`config.mk`:
```
export PLATFORM = sky130hd
export DESIGN_NAME = lpc_cycle_monitor
export DESIGN_NICKNAME = d
export VERILOG_FILES = /design/src/rtl/lpcmon_pkg.sv /design/src/rtl/lpcmon_edge.sv /design/src/rtl/lpcmon_seq.sv /design/src/rtl/lpcmon_rec.sv /design/src/rtl/lpc_cycle_monitor.sv
export SDC_FILE = /design/constraint.sdc
export NUM_CORES = 1
export LEC_CHECK = 0
export ABC_AREA = 1
export BUFFER_PORTS_ARGS = -buffer_cell sky130_fd_sc_hd__buf_4
export CAP_MARGIN = 20
export CORE_MARGIN = 3
export CORE_UTILIZATION = 55
export DETAILED_ROUTE_END_ITERATION = 7
export PLACE_DENSITY = 0.79
export SYNTH_ARGS = -nofsm -noshare
export SYNTH_HDL_FRONTEND = slang
export SYNTH_SLANG_ARGS = --single-unit
```
`constraint.sdc`:
```
create_clock -name clk -period 2.7 [get_ports clk]
set_input_delay 0.135 -clock clk [delete_from_list [all_inputs] [get_ports clk]]
set_output_delay 0.135 -clock clk [all_outputs]
set_load 0.02 [all_outputs]
```
`src/rtl/lpcmon_pkg.sv`:
```
package lpcmon_pkg;

  localparam int NIB_W  = 4;
  localparam int ADDR_W = 32;
  localparam int DATA_W = 8;

  localparam logic [NIB_W-1:0] TAR_OK     = 4'hF;
  localparam logic [NIB_W-1:0] SY_READY   = 4'h0;
  localparam logic [NIB_W-1:0] SY_SHORT   = 4'h5;
  localparam logic [NIB_W-1:0] SY_LONG    = 4'h6;
  localparam logic [NIB_W-1:0] SY_MORE    = 4'h9;
  localparam logic [NIB_W-1:0] SY_ERROR   = 4'hA;

  typedef enum logic [2:0] {
    PH_IDLE, PH_START, PH_ADDR, PH_WDATA, PH_TAR1, PH_SYNC, PH_RDATA, PH_TAR2
  } phase_t;

  typedef struct packed {
    logic [NIB_W-1:0]  start;
    logic [1:0]        kind;
    logic [ADDR_W-1:0] addr;
    logic [DATA_W-1:0] data;
    logic [NIB_W-1:0]  sync;
    logic              unstable;
    logic              bad_type;
    logic              tar_err;
    logic              bad_sync;
    logic              abort;
    logic              timeout;
  } rec_t;

  typedef struct packed {
    logic begin_start;
    logic track_start;
    logic cap_type;
    logic shift_addr;
    logic cap_dlo;
    logic cap_dhi;
    logic chk_tar;
    logic cap_sync;
    logic emit;
    logic why_abort;
    logic why_timeout;
    logic why_badtype;
  } ctl_t;

  function automatic logic sync_is_wait(input logic [NIB_W-1:0] n);
    return (n == SY_SHORT) || (n == SY_LONG);
  endfunction

  function automatic logic sync_is_known(input logic [NIB_W-1:0] n);
    return (n == SY_READY) || (n == SY_SHORT) || (n == SY_LONG) ||
           (n == SY_MORE)  || (n == SY_ERROR);
  endfunction

endpackage

```
`src/rtl/lpcmon_edge.sv`:
```
module lpcmon_edge
  import lpcmon_pkg::*;
(
  input  logic             clk,
  input  logic             sample_fall,
  input  logic             frame_n,
  input  logic [NIB_W-1:0] nib,
  output logic             s_frame,
  output logic [NIB_W-1:0] s_nib
);

  logic             fall_frame;
  logic [NIB_W-1:0] fall_nib;

  // Capture on the falling edge; the phase logic consumes it on the next rising edge.
  always_ff @(negedge clk) begin
    fall_frame <= frame_n;
    fall_nib   <= nib;
  end

  always_comb begin
    if (sample_fall) begin
      s_frame = fall_frame;
      s_nib   = fall_nib;
    end else begin
      s_frame = frame_n;
      s_nib   = nib;
    end
  end

endmodule

```
`src/rtl/lpcmon_seq.sv`:
```
module lpcmon_seq
  import lpcmon_pkg::*;
#(
  parameter int WAIT_W = 8
) (
  input  logic              clk,
  input  logic              rst,
  input  logic              s_frame,
  input  logic [NIB_W-1:0]  s_nib,
  input  logic [WAIT_W-1:0] wait_limit,
  output ctl_t              ctl,
  output phase_t            phase
);

  localparam int CNT_W = 3;
  localparam logic [CNT_W-1:0] IO_LAST  = CNT_W'(ADDR_W / (2 * NIB_W) - 1);
  localparam logic [CNT_W-1:0] MEM_LAST = CNT_W'(ADDR_W / NIB_W - 1);

  phase_t            phase_n;
  logic [CNT_W-1:0]  cnt, cnt_n;
  logic [1:0]        kind, kind_n;
  logic [WAIT_W-1:0] wcnt, wcnt_n;
  logic [WAIT_W:0]   wsum;
  logic [CNT_W-1:0]  addr_last;

  assign wsum      = {1'b0, wcnt} + (WAIT_W+1)'(1);
  assign addr_last = kind[1] ? MEM_LAST : IO_LAST;

  always_comb begin
    ctl     = '0;
    phase_n = phase;
    cnt_n   = cnt;
    kind_n  = kind;
    wcnt_n  = wcnt;
    case (phase)
      PH_IDLE: begin
        if (!s_frame) begin
          ctl.begin_start = 1'b1;
          phase_n         = PH_START;
        end
      end
      PH_START: begin
        if (!s_frame) begin
          ctl.track_start = 1'b1;
        end else begin
          ctl.cap_type = 1'b1;
          if (s_nib[3]) begin
            ctl.emit        = 1'b1;
            ctl.why_badtype = 1'b1;
            phase_n         = PH_IDLE;
          end else begin
            kind_n  = s_nib[2:1];
            cnt_n   = '0;
            phase_n = PH_ADDR;
          end
        end
      end
      default: begin
        if (!s_frame) begin
          ctl.emit        = 1'b1;
          ctl.why_abort   = 1'b1;
          ctl.begin_start = 1'b1;
          phase_n         = PH_START;
        end else begin
          case (phase)
            PH_ADDR: begin
              ctl.shift_addr = 1'b1;
              if (cnt == addr_last) begin
                cnt_n   = '0;
                phase_n = kind[0] ? PH_WDATA : PH_TAR1;
              end else begin
                cnt_n = cnt + 1'b1;
              end
            end
            PH_WDATA, PH_RDATA: begin
              if (cnt == '0) begin
                ctl.cap_dlo = 1'b1;
                cnt_n       = CNT_W'(1);
              end else begin
                ctl.cap_dhi = 1'b1;
                cnt_n       = '0;
                phase_n     = (phase == PH_WDATA) ? PH_TAR1 : PH_TAR2;
              end
            end
            PH_TAR1: begin
              ctl.chk_tar = 1'b1;
              if (cnt == '0) begin
                cnt_n = CNT_W'(1);
              end else begin
                cnt_n   = '0;
                wcnt_n  = '0;
                phase_n = PH_SYNC;
              end
            end
            PH_SYNC: begin
              ctl.cap_sync = 1'b1;
              if (sync_is_wait(s_nib)) begin
                if (wsum >= {1'b0, wait_limit}) begin
                  ctl.emit        = 1'b1;
                  ctl.why_timeout = 1'b1;
                  phase_n         = PH_IDLE;
                end else begin
                  wcnt_n = wsum[WAIT_W-1:0];
                end
              end else begin
                cnt_n   = '0;
                phase_n = kind[0] ? PH_TAR2 : PH_RDATA;
              end
            end
            PH_TAR2: begin
              ctl.chk_tar = 1'b1;
              if (cnt == '0) begin
                cnt_n = CNT_W'(1);
              end else begin
                cnt_n    = '0;
                ctl.emit = 1'b1;
                phase_n  = PH_IDLE;
              end
            end
            default: phase_n = PH_IDLE;
          endcase
        end
      end
    endcase
  end

  always_ff @(posedge clk) begin
    if (rst) begin
      phase <= PH_IDLE;
      cnt   <= '0;
      kind  <= '0;
      wcnt  <= '0;
    end else begin
      phase <= phase_n;
      cnt   <= cnt_n;
      kind  <= kind_n;
      wcnt  <= wcnt_n;
    end
  end

endmodule

```
`src/rtl/lpcmon_rec.sv`:
```
module lpcmon_rec
  import lpcmon_pkg::*;
(
  input  logic             clk,
  input  logic             rst,
  input  logic [NIB_W-1:0] s_nib,
  input  ctl_t             ctl,
  output rec_t             rec,
  output logic             rec_valid
);

  rec_t work, nxt, fresh;

  always_comb begin
    fresh       = '0;
    fresh.start = s_nib;
  end

  always_comb begin
    nxt = work;
    if (ctl.track_start) begin
      if (s_nib != work.start) nxt.unstable = 1'b1;
      nxt.start = s_nib;
    end
    if (ctl.cap_type) begin
      nxt.kind = s_nib[2:1];
      if (ctl.why_badtype) nxt.bad_type = 1'b1;
    end
    if (ctl.shift_addr) nxt.addr = {work.addr[ADDR_W-NIB_W-1:0], s_nib};
    if (ctl.cap_dlo)    nxt.data[NIB_W-1:0] = s_nib;
    if (ctl.cap_dhi)    nxt.data[DATA_W-1:NIB_W] = s_nib;
    if (ctl.chk_tar && (s_nib != TAR_OK)) nxt.tar_err = 1'b1;
    if (ctl.cap_sync) begin
      nxt.sync = s_nib;
      if (!sync_is_known(s_nib)) nxt.bad_sync = 1'b1;
    end
    nxt.abort   = ctl.why_abort;
    nxt.timeout = ctl.why_timeout;
  end

  always_ff @(posedge clk) begin
    if (rst) begin
      work      <= '0;
      rec       <= '0;
      rec_valid <= 1'b0;
    end else begin
      work      <= ctl.begin_start ? fresh : nxt;
      rec_valid <= ctl.emit;
      if (ctl.emit) rec <= nxt;
    end
  end

endmodule

```
`src/rtl/lpc_cycle_monitor.sv`:
```
module lpc_cycle_monitor
  import lpcmon_pkg::*;
#(
  parameter int WAIT_W = 8
) (
  input  logic              clk,
  input  logic              rst,
  input  logic              sample_fall,
  input  logic [WAIT_W-1:0] wait_limit,
  input  logic              bus_frame_n,
  input  logic [3:0]        bus_nib,
  output logic              rec_valid,
  output logic [3:0]        rec_start,
  output logic [1:0]        rec_kind,
  output logic [31:0]       rec_addr,
  output logic [7:0]        rec_data,
  output logic [3:0]        rec_sync,
  output logic              rec_unstable,
  output logic              rec_bad_type,
  output logic              rec_tar_err,
  output logic              rec_bad_sync,
  output logic              rec_abort,
  output logic              rec_timeout
);

  logic             s_frame;
  logic [NIB_W-1:0] s_nib;
  ctl_t             ctl;
  phase_t           cur_phase;
  rec_t             rec;

  lpcmon_edge u_edge (
    .clk         (clk),
    .sample_fall (sample_fall),
    .frame_n     (bus_frame_n),
    .nib         (bus_nib),
    .s_frame     (s_frame),
    .s_nib       (s_nib)
  );

  lpcmon_seq #(.WAIT_W(WAIT_W)) u_seq (
    .clk        (clk),
    .rst        (rst),
    .s_frame    (s_frame),
    .s_nib      (s_nib),
    .wait_limit (wait_limit),
    .ctl        (ctl),
    .phase      (cur_phase)
  );

  lpcmon_rec u_rec (
    .clk       (clk),
    .rst       (rst),
    .s_nib     (s_nib),
    .ctl       (ctl),
    .rec       (rec),
    .rec_valid (rec_valid)
  );

  assign rec_start    = rec.start;
  assign rec_kind     = rec.kind;
  assign rec_addr     = rec.addr;
  assign rec_data     = rec.data;
  assign rec_sync     = rec.sync;
  assign rec_unstable = rec.unstable;
  assign rec_bad_type = rec.bad_type;
  assign rec_tar_err  = rec.tar_err;
  assign rec_bad_sync = rec.bad_sync;
  assign rec_abort    = rec.abort;
  assign rec_timeout  = rec.timeout;

endmodule

```
==> run_summary.xml, run 1 <==
<?xml version="1.0" encoding="UTF-8"?>
<metrics>
  <group name="layout">
    <metric name="antenna_cells_inserted" unit="">0</metric>
    <metric name="stdcell_count" unit="">1208</metric>
    <metric name="syn_to_final_growth" unit="%">28.8</metric>
    <metric name="finalNetCount" unit="">1083</metric>
    <metric name="finish.utilization" unit="">0.745</metric>
    <metric name="drive_above_1_share" unit="">0.248</metric>
  </group>
  <group name="job">
    <metric name="max_cap_viol_count" unit="">0</metric>
  </group>
  <group name="worst_setup_path">
    <metric name="worst_ep_arrival_time" unit="ps">3230</metric>
    <metric name="rr_endpoint" unit="">u_rec.rec[38]</metric>
    <metric name="critical_path_class" unit="">flip-flop to flip-flop</metric>
    <metric name="cp-end-kind" unit="">flip-flop</metric>
    <metric name="crit_required" unit="ps">3010</metric>
    <metric name="ff2ff_setup_slack" unit="ps">-230</metric>
    <metric name="start_kind" unit="">flip-flop</metric>
    <metric name="rr_worst_depth" unit="">12</metric>
    <metric name="rr_startpoint" unit="">u_edge.fall_nib[0]</metric>
    <metric name="critPathMaxFanout" unit="">23</metric>
  </group>
  <group name="die">
    <metric name="die-height" unit="um">114</metric>
    <metric name="die_width" unit="um">114</metric>
    <metric name="row_count" unit="">38</metric>
    <metric name="fp.coreArea" unit="sq um">11200</metric>
    <metric name="io_pins" unit="">73</metric>
    <metric name="die_area" unit="sq um">13100</metric>
    <metric name="initial_utilization" unit="">0.579</metric>
  </group>
  <group name="power">
    <metric name="fin_total_pwr" unit="mW">8.99</metric>
    <metric name="max-vdd-ir-drop" unit="mV">0.640</metric>
    <metric name="static-leakage-power" unit="nW">4.32</metric>
    <metric name="powerDensity" unit="nW/um^2">1080</metric>
  </group>
  <group name="sta">
    <metric name="finalClockSkew" unit="ps">32.3</metric>
    <metric name="setup_viol" unit="">121</metric>
    <metric name="unrepaired_setup_endpoints_after_global_routing" unit="">yes</metric>
    <metric name="slew_viol_final" unit="">0</metric>
    <metric name="timing.setup.tns" unit="ps">-17050</metric>
    <metric name="max-slew-margin-rel" unit="">0.605</metric>
    <metric name="max_slew.worst_pin.slew" unit="ps">593</metric>
    <metric name="layout_setup_ws" unit="ps">-226</metric>
    <metric name="hold_viol" unit="">0</metric>
  </group>
  <group name="logic_synthesis">
    <metric name="post_synth_instance_area" unit="sq um">6460</metric>
    <metric name="synth_area_leaders" unit="">sky130_fd_sc_hd__dfxtp_1, sky130_fd_sc_hd__nand2_1, sky130_fd_sc_hd__nor2_1</metric>
    <metric name="synth_enable_flop_cells" unit="">0</metric>
    <metric name="ys_seq_elements" unit="">132</metric>
    <metric name="yosysWarnings" unit="">0</metric>
    <metric name="netlist.top_cell.by_area" unit="">sky130_fd_sc_hd__dfxtp_1</metric>
    <metric name="synth_async_sr_flop_share" unit="">0</metric>
    <metric name="syn_area_per_cell" unit="sq um">6.91</metric>
    <metric name="synthesis.nets" unit="">962</metric>
    <metric name="synthesis.instances" unit="">935</metric>
    <metric name="synth_largest_type_area_fraction" unit="">0.409</metric>
    <metric name="synth.distinct_cells" unit="">39</metric>
    <metric name="synth_most_common_cell" unit="">sky130_fd_sc_hd__nand2_1</metric>
    <metric name="ys_seq_area_frac" unit="">0.409</metric>
    <metric name="netlist_top_cells_count" unit="">sky130_fd_sc_hd__nand2_1, sky130_fd_sc_hd__nor2_1, sky130_fd_sc_hd__inv_1</metric>
    <metric name="synth_flop_cell" unit="">sky130_fd_sc_hd__dfxtp_1</metric>
  </group>
  <group name="place">
    <metric name="pre_cts_worst_setup_slack" unit="ps">-205</metric>
    <metric name="replace_congestion" unit="">0.889</metric>
    <metric name="placed_cells" unit="">1160</metric>
    <metric name="port-buffer-count" unit="">72</metric>
    <metric name="hpwl" unit="mm">9.77</metric>
  </group>
  <group name="grt">
    <metric name="grt_pass1_vias" unit="">5580</metric>
    <metric name="grt_start_max_net_pins" unit="">55</metric>
    <metric name="first_pass_grt_wire_length" unit="mm">25.3</metric>
    <metric name="global_route.overflow_total" unit="">0</metric>
    <metric name="number_of_antenna_violations_at_the_first_check_in_global_routing" unit="">0</metric>
    <metric name="globalRouteTotalUtil" unit="">0.238</metric>
  </group>
  <group name="route">
    <metric name="drtAntennaViolNets" unit="">0</metric>
    <metric name="firstDrtPassIters" unit="">5</metric>
    <metric name="routed_wire_length_per_instance" unit="um">13.2</metric>
    <metric name="via_total_after_detailed_routing" unit="">6129</metric>
    <metric name="routed_wl" unit="mm">16.0</metric>
    <metric name="detail_route.iter0.violations" unit="">500</metric>
    <metric name="viasPerCell" unit="">5.07</metric>
    <metric name="drc" unit="">0</metric>
  </group>
  <group name="clock_network">
    <metric name="tritoncts_clock_tree" unit="">built</metric>
    <metric name="clock_root_buffer_master" unit="">sky130_fd_sc_hd__clkbuf_16</metric>
    <metric name="worst_skew_pair.late_latency" unit="ps">440</metric>
    <metric name="clk_transition_reported_paths" unit="ps">60</metric>
    <metric name="clock_path_buffers" unit="">2</metric>
    <metric name="cts_htree_levels" unit="">4</metric>
    <metric name="cts_num_sinks" unit="">132</metric>
    <metric name="tritoncts.num_buffers" unit="">17</metric>
  </group>
  <group name="outcome">
    <metric name="run_status" unit="">finished, violations left</metric>
    <metric name="failing_checks" unit="">setup timing</metric>
  </group>
  <group name="hold_path">
    <metric name="hold_path_class" unit="">input port to flip-flop</metric>
    <metric name="worstHoldPathCells" unit="">4</metric>
    <metric name="timing.hold.worst.start" unit="">bus_frame_n</metric>
  </group>
</metrics>
==> repair_timing <==
action	in CTS	in global routing
buffers inserted	5	4
hold endpoints to repair	1	0
setup endpoints to repair	111	123
cloned	0	3
gates resized for setup	37	21
pin swaps	4	6
hold buffers	1	0
==> registers in the layout, summed over array words and instances (netlist names), named ones only <==
name	flops
u_edge.fall_frame	1
u_edge.fall_nib	4
u_rec.rec	56
u_rec.rec_valid	1
u_rec.work	50
u_seq.cnt	3
u_seq.kind	2
u_seq.phase	3
u_seq.wcnt	8
==> routing by layer <==
| layer | up-vias | global-route usage | routed length, um |
|---|---|---|---|
| li1 | 3122 | - | - |
| met1 | 2798 | 0.308 | 7210 |
| met5 | - | 0 | 0 |
| met3 | 27 | 0.0629 | 881 |
| met4 | 0 | 0.0839 | 277 |
| met2 | 182 | 0.383 | 7590 |
==> critical path: stages (launching register included) <==
cell and delay, ps:
sky130_fd_sc_hd__dfxtp_1 320, sky130_fd_sc_hd__nand2_2 80, sky130_fd_sc_hd__inv_2 90, sky130_fd_sc_hd__nor2_4 40, sky130_fd_sc_hd__nand2_2 90, sky130_fd_sc_hd__nand3_4 110, sky130_fd_sc_hd__nor2_4 150, sky130_fd_sc_hd__nand2_4 90
sky130_fd_sc_hd__nand3_4 120, sky130_fd_sc_hd__buf_12 170, sky130_fd_sc_hd__nand2_1 70, sky130_fd_sc_hd__inv_1 60, sky130_fd_sc_hd__nor2_1 50
==> area by class of cell <==
type / count / area, sq um
multi-input cells: 580 / 2970
fillers: 842 / 2850
flip-flops and latches: 132 / 2640
repair buffers: 145 / 1260
inverters: 175 / 667
clock buffers: 23 / 478
well taps: 140 / 175
clock inverters: 13 / 141
==> how the worst max path moves through the flow <==
stage	from	end	slack, ps
after floorplan	u_edge.fall_nib[3]	u_rec.rec[27]	-40
after global placement	u_edge.fall_nib[1]	u_rec.rec[30]	-180
after detailed placement	u_edge.fall_nib[1]	u_rec.rec[21]	-200
after CTS	u_edge.fall_nib[2]	u_seq.wcnt[1]	-200
after global routing	u_edge.fall_frame	u_rec.rec[55]	-340
final	u_edge.fall_nib[0]	u_rec.rec[38]	-230
==> cells in the final DEF, fill, tap and decap left out, types with 3 or more instances in the layout <==
cell and count:
sky130_fd_sc_hd__o21ai_0 26, sky130_fd_sc_hd__a21oi_1 18, sky130_fd_sc_hd__nor2_1 150, sky130_fd_sc_hd__buf_4 128
sky130_fd_sc_hd__nand2_1 196, sky130_fd_sc_hd__inv_1 146, sky130_fd_sc_hd__bufinv_16 3, sky130_fd_sc_hd__nor2_4 8
sky130_fd_sc_hd__xor2_1 5, sky130_fd_sc_hd__o21ai_1 26, sky130_fd_sc_hd__o21ai_4 4, sky130_fd_sc_hd__a21oi_2 8
sky130_fd_sc_hd__inv_2 31, sky130_fd_sc_hd__clkbuf_1 3, sky130_fd_sc_hd__clkbuf_8 3, sky130_fd_sc_hd__ha_1 11
sky130_fd_sc_hd__dfxtp_1 132, sky130_fd_sc_hd__nand2_2 14, sky130_fd_sc_hd__nand3_1 19, sky130_fd_sc_hd__buf_6 5
sky130_fd_sc_hd__clkbuf_16 19, sky130_fd_sc_hd__nor2_2 5, sky130_fd_sc_hd__nand4_1 58, sky130_fd_sc_hd__buf_12 9
sky130_fd_sc_hd__o21ai_2 7
==> where the power goes <==
group | leakage (nW) | internal (mW) | switching (mW)
registers | 1.08 | 2.39 | 0.293
clock network | 0.320 | 1.53 | 0.848
logic | 2.92 | 1.62 | 2.31
==> through the flow <==
stage	area (sq um)	hold slack, ps
2_1_floorplan	6480	213
3_3_place_gp	7400	318
3_5_place_dp	7400	324
4_1_cts	8170	202
5_1_grt	8330	221
6_report	8330	210
==> kinds of logic after synthesis <==
kind of cell | count (synthesis) | synth area share
DFF | 132 | 0.409
muxes | 4 | 0.00619
xor gates and xnor gates | 7 | 0.00948
and+or+nand+nor | 462 | 0.318
adders and majority gates | 11 | 0.0213
AOI/OAI and AO/OA | 96 | 0.0809
buffers and inverters | 223 | 0.155
No activity file was read; power rests on OpenSTA's default activity.
==> run 2, diff against run 1 <==
--- a/config.mk
+++ b/config.mk
@@ -6,12 +6,13 @@
 export NUM_CORES = 1
 export LEC_CHECK = 0
 export ABC_AREA = 1
-export BUFFER_PORTS_ARGS = -buffer_cell sky130_fd_sc_hd__buf_4
 export CAP_MARGIN = 20
+export CORE_ASPECT_RATIO = 1.1
 export CORE_MARGIN = 3
-export CORE_UTILIZATION = 55
+export CORE_UTILIZATION = 63
 export DETAILED_ROUTE_END_ITERATION = 7
-export PLACE_DENSITY = 0.79
+export DONT_BUFFER_PORTS = 1
+export PLACE_DENSITY = 0.82
 export SYNTH_ARGS = -nofsm -noshare
 export SYNTH_HDL_FRONTEND = slang
 export SYNTH_SLANG_ARGS = --single-unit
==> run_summary.xml, run 2 (same netlist as run 1, synthesis figures left out) <==
<?xml version="1.0" encoding="UTF-8"?>
<metrics>
  <group name="outcome">
    <metric name="run_status" unit="">finished, violations left</metric>
    <metric name="failing_checks" unit="">setup timing</metric>
  </group>
  <group name="clock_network">
    <metric name="cts_num_sinks" unit="">132</metric>
    <metric name="tritoncts.num_buffers" unit="">17</metric>
    <metric name="tritoncts_clock_tree" unit="">built</metric>
    <metric name="worst_skew_pair.late_latency" unit="ps">550</metric>
    <metric name="clock_path_buffers" unit="">2</metric>
    <metric name="clock_root_buffer_master" unit="">sky130_fd_sc_hd__clkbuf_8</metric>
    <metric name="cts_htree_levels" unit="">4</metric>
    <metric name="clk_transition_reported_paths" unit="ps">70</metric>
  </group>
  <group name="layout">
    <metric name="largest_register_ffs" unit="">56</metric>
    <metric name="top_regs" unit="">u_rec.rec: 56 flops, u_rec.work: 50 flops, u_seq.wcnt: 8 flops</metric>
    <metric name="most-common-layout-cells" unit="">sky130_fd_sc_hd__nand2_1, sky130_fd_sc_hd__inv_1, sky130_fd_sc_hd__dfxtp_1</metric>
    <metric name="layout.cells.most_common" unit="">sky130_fd_sc_hd__nand2_1</metric>
    <metric name="drive_above_1_share" unit="">0.288</metric>
    <metric name="syn_to_final_growth" unit="%">33.0</metric>
    <metric name="finalNetCount" unit="">1037</metric>
    <metric name="fillers" unit="">451</metric>
    <metric name="largest_register" unit="">u_rec.rec</metric>
    <metric name="final_design_area_no_fill" unit="sq um">8600</metric>
    <metric name="antenna_cells_inserted" unit="">0</metric>
  </group>
  <group name="place">
    <metric name="replace_congestion" unit="">0.887</metric>
    <metric name="hpwl" unit="mm">9.25</metric>
    <metric name="placed_area" unit="sq um">6760</metric>
    <metric name="port-buffer-count" unit="">0</metric>
  </group>
  <group name="power">
    <metric name="max-vdd-ir-drop" unit="mV">0.588</metric>
    <metric name="static-leakage-power" unit="nW">4.19</metric>
    <metric name="powerDensity" unit="nW/um^2">1120</metric>
    <metric name="fin_total_pwr" unit="mW">9.65</metric>
  </group>
  <group name="worst_setup_path">
    <metric name="cp_common_cell" unit="">sky130_fd_sc_hd__nor2_4</metric>
    <metric name="cp-startpoint" unit="">u_edge.fall_nib[2]</metric>
    <metric name="cpPeakStageDelay" unit="ps">320</metric>
    <metric name="cp-end-kind" unit="">flip-flop</metric>
    <metric name="cpMaxStageDelayCell" unit="">sky130_fd_sc_hd__dfxtp_2</metric>
    <metric name="rr_startpoint" unit="">u_edge.fall_nib[2]</metric>
    <metric name="ff2ff_setup_slack" unit="ps">-410</metric>
    <metric name="path_cells" unit="">inv_2 -&gt; nand2_2 -&gt; o21ai_4 -&gt; nor2_4 -&gt; nand3_4 -&gt; nor2_4 -&gt; nand2_4 -&gt; buf_12 -&gt; clkbuf_16 -&gt; nand4_1 -&gt; nand2_1 -&gt; nor2_1</metric>
    <metric name="timing.critical_path.buf_inv" unit="">3</metric>
    <metric name="critPathMaxFanout" unit="">7</metric>
    <metric name="start_kind" unit="">flip-flop</metric>
    <metric name="critical_path_class" unit="">flip-flop to flip-flop</metric>
    <metric name="crit_required" unit="ps">3170</metric>
    <metric name="crit_family" unit="">simple AND/OR/NAND/NOR gates</metric>
    <metric name="worst_ep_arrival_time" unit="ps">3580</metric>
  </group>
  <group name="hold_path">
    <metric name="timing.hold.worst.start" unit="">sample_fall</metric>
    <metric name="hold_path_class" unit="">input port to flip-flop</metric>
  </group>
  <group name="die">
    <metric name="die-height" unit="um">112</metric>
    <metric name="row_count" unit="">38</metric>
    <metric name="die_area" unit="sq um">11500</metric>
    <metric name="io_pins" unit="">73</metric>
    <metric name="initial_utilization" unit="">0.651</metric>
    <metric name="fp.coreArea" unit="sq um">9940</metric>
    <metric name="die_width" unit="um">103</metric>
  </group>
  <group name="sta">
    <metric name="slew_viol_final" unit="">0</metric>
    <metric name="timing.setup.tns" unit="ps">-34820</metric>
    <metric name="max_slew.worst_pin.slew" unit="ps">555</metric>
    <metric name="unrepaired_setup_endpoints_after_global_routing" unit="">yes</metric>
    <metric name="setup_viol" unit="">124</metric>
    <metric name="finalClockSkew" unit="ps">34.1</metric>
    <metric name="max-slew-margin-rel" unit="">0.626</metric>
    <metric name="hold_viol" unit="">0</metric>
    <metric name="layout_setup_ws" unit="ps">-408</metric>
  </group>
  <group name="grt">
    <metric name="globalRouteTotalUtil" unit="">0.336</metric>
    <metric name="first_pass_grt_wire_length" unit="mm">30.4</metric>
    <metric name="grt_start_max_net_pins" unit="">57</metric>
    <metric name="number_of_antenna_violations_at_the_first_check_in_global_routing" unit="">0</metric>
    <metric name="global_route.overflow_total" unit="">0</metric>
    <metric name="grt_pass1_vias" unit="">6160</metric>
  </group>
  <group name="route">
    <metric name="routed_wire_length_per_instance" unit="um">21.3</metric>
    <metric name="viasPerCell" unit="">6.16</metric>
    <metric name="drtAntennaViolNets" unit="">0</metric>
    <metric name="firstDrtPassIters" unit="">6</metric>
    <metric name="drc" unit="">0</metric>
    <metric name="detail_route.iter0.violations" unit="">922</metric>
    <metric name="routed_wl" unit="mm">24.3</metric>
    <metric name="via_total_after_detailed_routing" unit="">7042</metric>
  </group>
  <group name="job">
    <metric name="max_cap_viol_count" unit="">0</metric>
  </group>
</metrics>
==> run 2: cell count changes in the layout (fill, tap and decap cells not counted), sizes merged <==
cell,before,now
dlygate4sd3,1,3
inv,180,183
buf,142,89
clkbuf,25,23
clkinv,4,5
bufinv,3,4
bufbuf,0,1
clkinvlp,1,3
==> run 2: metal layers <==
layer	vias up	track usage	wire, um	part of all wire
li1	3044	-	-	-
met1	3147	0.417	8220	0.34
met2	638	0.527	10900	0.45
met3	213	0.0833	3190	0.13
met4	0	0.186	2030	0.084
met5	-	0	0	0
==> run 2: final cells by class <==
type	count	area, sq um	area share
multi-input combinational	580	3300	0.383
sequential	132	2650	0.308
timing repair buffer	98	1200	0.140
inverter	175	667	0.0775
clock buffer	18	418	0.0486
clock inverter	19	215	0.0250
tap	120	150	0.0175
timing repair inverter	1	7.51	0.000873
==> run 2: worst min-delay path, stage by stage <==
cell and delay, ps:
sky130_fd_sc_hd__nand2_2 50, sky130_fd_sc_hd__o21ai_4 120, sky130_fd_sc_hd__buf_4 180, sky130_fd_sc_hd__a21oi_1 60
==> run 2: path summary, 6_finish.rpt <==
check | endpoint | depth (start not counted)
worst max-delay path | u_rec.rec[38] | 12
worst min-delay path | flip-flop | 4
worst max register to register | u_rec.rec[38] | 12
worst min register to register | u_rec.work[3] | 2
==> run 2: what timing repair did <==
item | in CTS | in global routing
endpoints found under the hold margin | 8 | 0
setup buffers | 18 | 8
gates resized for setup | 106 | 88
endpoints found under the setup margin | 118 | 123
gates cloned | 9 | 9
hold buffers | 3 | 0
pin swaps | 41 | 24
==> run 2: stage by stage <==
step | instances | hold slack (ps) | worst slack [ps] | utilization
detailed placement | 1062 | 218 | -199 | 0.680
CTS | 1128 | 12.1 | -216 | 0.821
finish | 1143 | 62.3 | -408 | 0.865
global placement | 1062 | 215 | -161 | 0.680
global route | 1143 | 73.2 | -471 | 0.865
floorplan | 935 | 213 | -36.4 | -
==> run 2: power by group <==
part,total (mW),switching (mW),internal [mW]
registers,3.09,0.700,2.39
clock network,2.51,0.991,1.52
logic,4.04,2.49,1.55
total,9.65,4.18,5.47
==> run 3, diff against run 2 <==
--- a/config.mk
+++ b/config.mk
@@ -6,7 +6,7 @@
 export NUM_CORES = 1
 export LEC_CHECK = 0
 export ABC_AREA = 1
-export CAP_MARGIN = 20
+export CAP_MARGIN = 40
 export CORE_ASPECT_RATIO = 1.1
 export CORE_MARGIN = 3
 export CORE_UTILIZATION = 63
==> constraint.sdc (replaced) <==
create_clock -name clk -period 4 [get_ports clk]
set_input_delay 0.2 -clock clk [delete_from_list [all_inputs] [get_ports clk]]
set_output_delay 0.2 -clock clk [all_outputs]
set_load 0.02 [all_outputs]
==> run_summary.xml, run 3 (same netlist as run 1, synthesis figures left out) <==
<?xml version="1.0" encoding="UTF-8"?>
<metrics>
  <group name="die">
    <metric name="die_area" unit="sq um">11500</metric>
    <metric name="die-height" unit="um">112</metric>
    <metric name="io_pins" unit="">73</metric>
    <metric name="die_width" unit="um">103</metric>
    <metric name="fp.coreArea" unit="sq um">9940</metric>
    <metric name="initial_utilization" unit="">0.651</metric>
    <metric name="row_count" unit="">38</metric>
  </group>
  <group name="worst_setup_path">
    <metric name="cp-end-kind" unit="">flip-flop</metric>
    <metric name="start_kind" unit="">flip-flop</metric>
    <metric name="crit_required" unit="ps">4450</metric>
    <metric name="rr_startpoint" unit="">u_edge.fall_nib[0]</metric>
    <metric name="critPathMaxFanout" unit="">36</metric>
    <metric name="rr_worst_depth" unit="">9</metric>
    <metric name="worst_ep_arrival_time" unit="ps">4180</metric>
    <metric name="critical_path_class" unit="">flip-flop to flip-flop</metric>
    <metric name="cp-startpoint" unit="">u_edge.fall_nib[0]</metric>
  </group>
  <group name="place">
    <metric name="port-buffer-count" unit="">0</metric>
    <metric name="hpwl" unit="mm">9.35</metric>
    <metric name="replace_congestion" unit="">0.944</metric>
    <metric name="placed_area" unit="sq um">6420</metric>
  </group>
  <group name="sta">
    <metric name="unrepaired_setup_endpoints_after_global_routing" unit="">no</metric>
    <metric name="worst_hold_slack" unit="ps">32.6</metric>
    <metric name="max-slew-margin-rel" unit="">0.459</metric>
    <metric name="hold_viol" unit="">0</metric>
    <metric name="setup_viol" unit="">0</metric>
    <metric name="max_slew.worst_pin.slew" unit="ps">811</metric>
    <metric name="finalClockSkew" unit="ps">37.7</metric>
    <metric name="slew_viol_final" unit="">0</metric>
    <metric name="timing.setup.tns" unit="ps">0</metric>
  </group>
  <group name="grt">
    <metric name="first_pass_grt_wire_length" unit="mm">24.9</metric>
    <metric name="global_route.overflow_total" unit="">0</metric>
    <metric name="grt_pass1_vias" unit="">5365</metric>
    <metric name="globalRouteTotalUtil" unit="">0.268</metric>
    <metric name="number_of_antenna_violations_at_the_first_check_in_global_routing" unit="">0</metric>
    <metric name="grt_start_max_net_pins" unit="">56</metric>
  </group>
  <group name="layout">
    <metric name="final_design_area_no_fill" unit="sq um">7000</metric>
    <metric name="drive_above_1_share" unit="">0.115</metric>
    <metric name="largest_register" unit="">u_rec.rec</metric>
    <metric name="top_regs" unit="">u_rec.rec: 56 flops, u_rec.work: 50 flops, u_seq.wcnt: 8 flops</metric>
    <metric name="syn_to_final_growth" unit="%">8.23</metric>
    <metric name="finalNetCount" unit="">957</metric>
    <metric name="finish.utilization" unit="">0.704</metric>
    <metric name="layout.cells.most_common" unit="">sky130_fd_sc_hd__nand2_1</metric>
    <metric name="antenna_cells_inserted" unit="">0</metric>
    <metric name="largest_register_ffs" unit="">56</metric>
    <metric name="most-common-layout-cells" unit="">sky130_fd_sc_hd__nand2_1, sky130_fd_sc_hd__inv_1, sky130_fd_sc_hd__nor2_1</metric>
  </group>
  <group name="route">
    <metric name="viasPerCell" unit="">5.29</metric>
    <metric name="drt-met1-wl" unit="mm">5.97</metric>
    <metric name="top_layer" unit="">met4</metric>
    <metric name="drtAntennaViolNets" unit="">0</metric>
    <metric name="drc" unit="">0</metric>
    <metric name="detail_route.iter0.violations" unit="">340</metric>
    <metric name="routed_wire_length_per_instance" unit="um">13.5</metric>
    <metric name="wl_met2" unit="mm">7.42</metric>
    <metric name="met3_length" unit="um">653</metric>
    <metric name="firstDrtPassIters" unit="">5</metric>
    <metric name="via_total_after_detailed_routing" unit="">5618</metric>
    <metric name="routed_wl" unit="mm">14.4</metric>
  </group>
  <group name="hold_path">
    <metric name="hold_path_class" unit="">input port to flip-flop</metric>
    <metric name="worstHoldPathCells" unit="">3</metric>
    <metric name="timing.hold.worst.start" unit="">sample_fall</metric>
  </group>
  <group name="power">
    <metric name="power_switching" unit="mW">2.21</metric>
    <metric name="max-vdd-ir-drop" unit="mV">0.395</metric>
    <metric name="seqPwrFrac" unit="">0.394</metric>
    <metric name="power_frac_comb" unit="">0.340</metric>
    <metric name="fin_total_pwr" unit="mW">5.25</metric>
    <metric name="clock_power_share" unit="">0.267</metric>
    <metric name="cell_internal_pwr" unit="mW">3.04</metric>
    <metric name="powerDensity" unit="nW/um^2">751</metric>
    <metric name="net_switching_fraction_of_the_power" unit="">0.422</metric>
    <metric name="static-leakage-power" unit="nW">3.60</metric>
  </group>
  <group name="clock_network">
    <metric name="cts_num_sinks" unit="">132</metric>
    <metric name="worst_skew_pair.late_latency" unit="ps">520</metric>
    <metric name="post-cts-setup-buffer-count" unit="">0</metric>
    <metric name="tritoncts.num_buffers" unit="">17</metric>
    <metric name="tritoncts_clock_tree" unit="">built</metric>
    <metric name="clock_root_buffer_master" unit="">sky130_fd_sc_hd__clkbuf_8</metric>
    <metric name="clock_path_buffers" unit="">2</metric>
    <metric name="clk_transition_reported_paths" unit="ps">60</metric>
    <metric name="cts_htree_levels" unit="">4</metric>
  </group>
  <group name="job">
    <metric name="max_cap_viol_count" unit="">0</metric>
  </group>
  <group name="outcome">
    <metric name="run_status" unit="">finished clean</metric>
  </group>
</metrics>
==> run 3: changes by cell type in the layout (fill, tap and decap cells not counted), moves of 15 or more <==
cell and delta:
sky130_fd_sc_hd__inv_1 +15, sky130_fd_sc_hd__buf_4 -37, sky130_fd_sc_hd__buf_6 -19, sky130_fd_sc_hd__nor2_4 -26, sky130_fd_sc_hd__nor2_1 +36, sky130_fd_sc_hd__o21ai_2 -15
sky130_fd_sc_hd__o21ai_0 +19, sky130_fd_sc_hd__nand2_1 +22, sky130_fd_sc_hd__inv_2 -15, sky130_fd_sc_hd__nand2_2 -17
==> run 3: final timing paths <==
| check | endpoint | slack [ps] |
|---|---|---|
| setup / recovery | u_rec.rec[0] | 270 |
| hold / removal | flip-flop | 30 |
| setup reg to reg | u_rec.rec[0] | 270 |
| hold reg to reg | u_rec.work[3] | 460 |
==> run 3: repair_timing <==
item | CTS | global route
gates resized for setup | 0 | 0
hold endpoints to repair | 4 | 0
setup endpoints to repair | 0 | 0
hold buffers | 3 | 0
==> run 3: power by group through the flow <==
stage / combinational (mW) / clock (mW) / sequential, mW
6_report: 1.78 / 1.40 / 2.07
3_3_place_gp: 1.72 / 0.00933 / 2.10
5_1_grt: 2.09 / 1.47 / 2.10
4_1_cts: 1.79 / 1.41 / 2.07
2_1_floorplan: 1.55 / 0.00933 / 2.02
3_5_place_dp: 1.75 / 0.00933 / 2.10
==> run 3: stage by stage <==
step / cells / setup WS, ps
final: 1063 / 266
after floorplan: 935 / 571
after CTS: 1063 / 246
after global placement: 1024 / 264
after detailed placement: 1024 / 221
after global routing: 1063 / 38.9
==> run 3: final cells by class <==
| class | count | area [sq um] |
|---|---|---|
| clock buffers | 18 | 428 |
| clock inverters | 19 | 121 |
| fillers | 815 | 2940 |
| inverters | 175 | 661 |
| multi-input cells | 580 | 2830 |
| flip-flops and latches | 132 | 2640 |
| well taps | 120 | 150 |
| repair buffers | 19 | 163 |
==> run 3: per-layer routing <==
layer,GRT usage,vias to the layer above
met3,0.0503,29
met2,0.465,146
met4,0.104,0
met1,0.322,2568
li1,-,2875
met5,0,-
==> run 3: critical path, stage by stage (launching register included) <==
cell	delay [ps]
sky130_fd_sc_hd__dfxtp_1	290
sky130_fd_sc_hd__nand2_1	60
sky130_fd_sc_hd__o21ai_1	210
sky130_fd_sc_hd__nand2_2	140
sky130_fd_sc_hd__nand3_4	140
sky130_fd_sc_hd__nor2_4	50
sky130_fd_sc_hd__nand2_4	90
sky130_fd_sc_hd__buf_4	340
sky130_fd_sc_hd__nand4_1	160
sky130_fd_sc_hd__o21ai_0	190
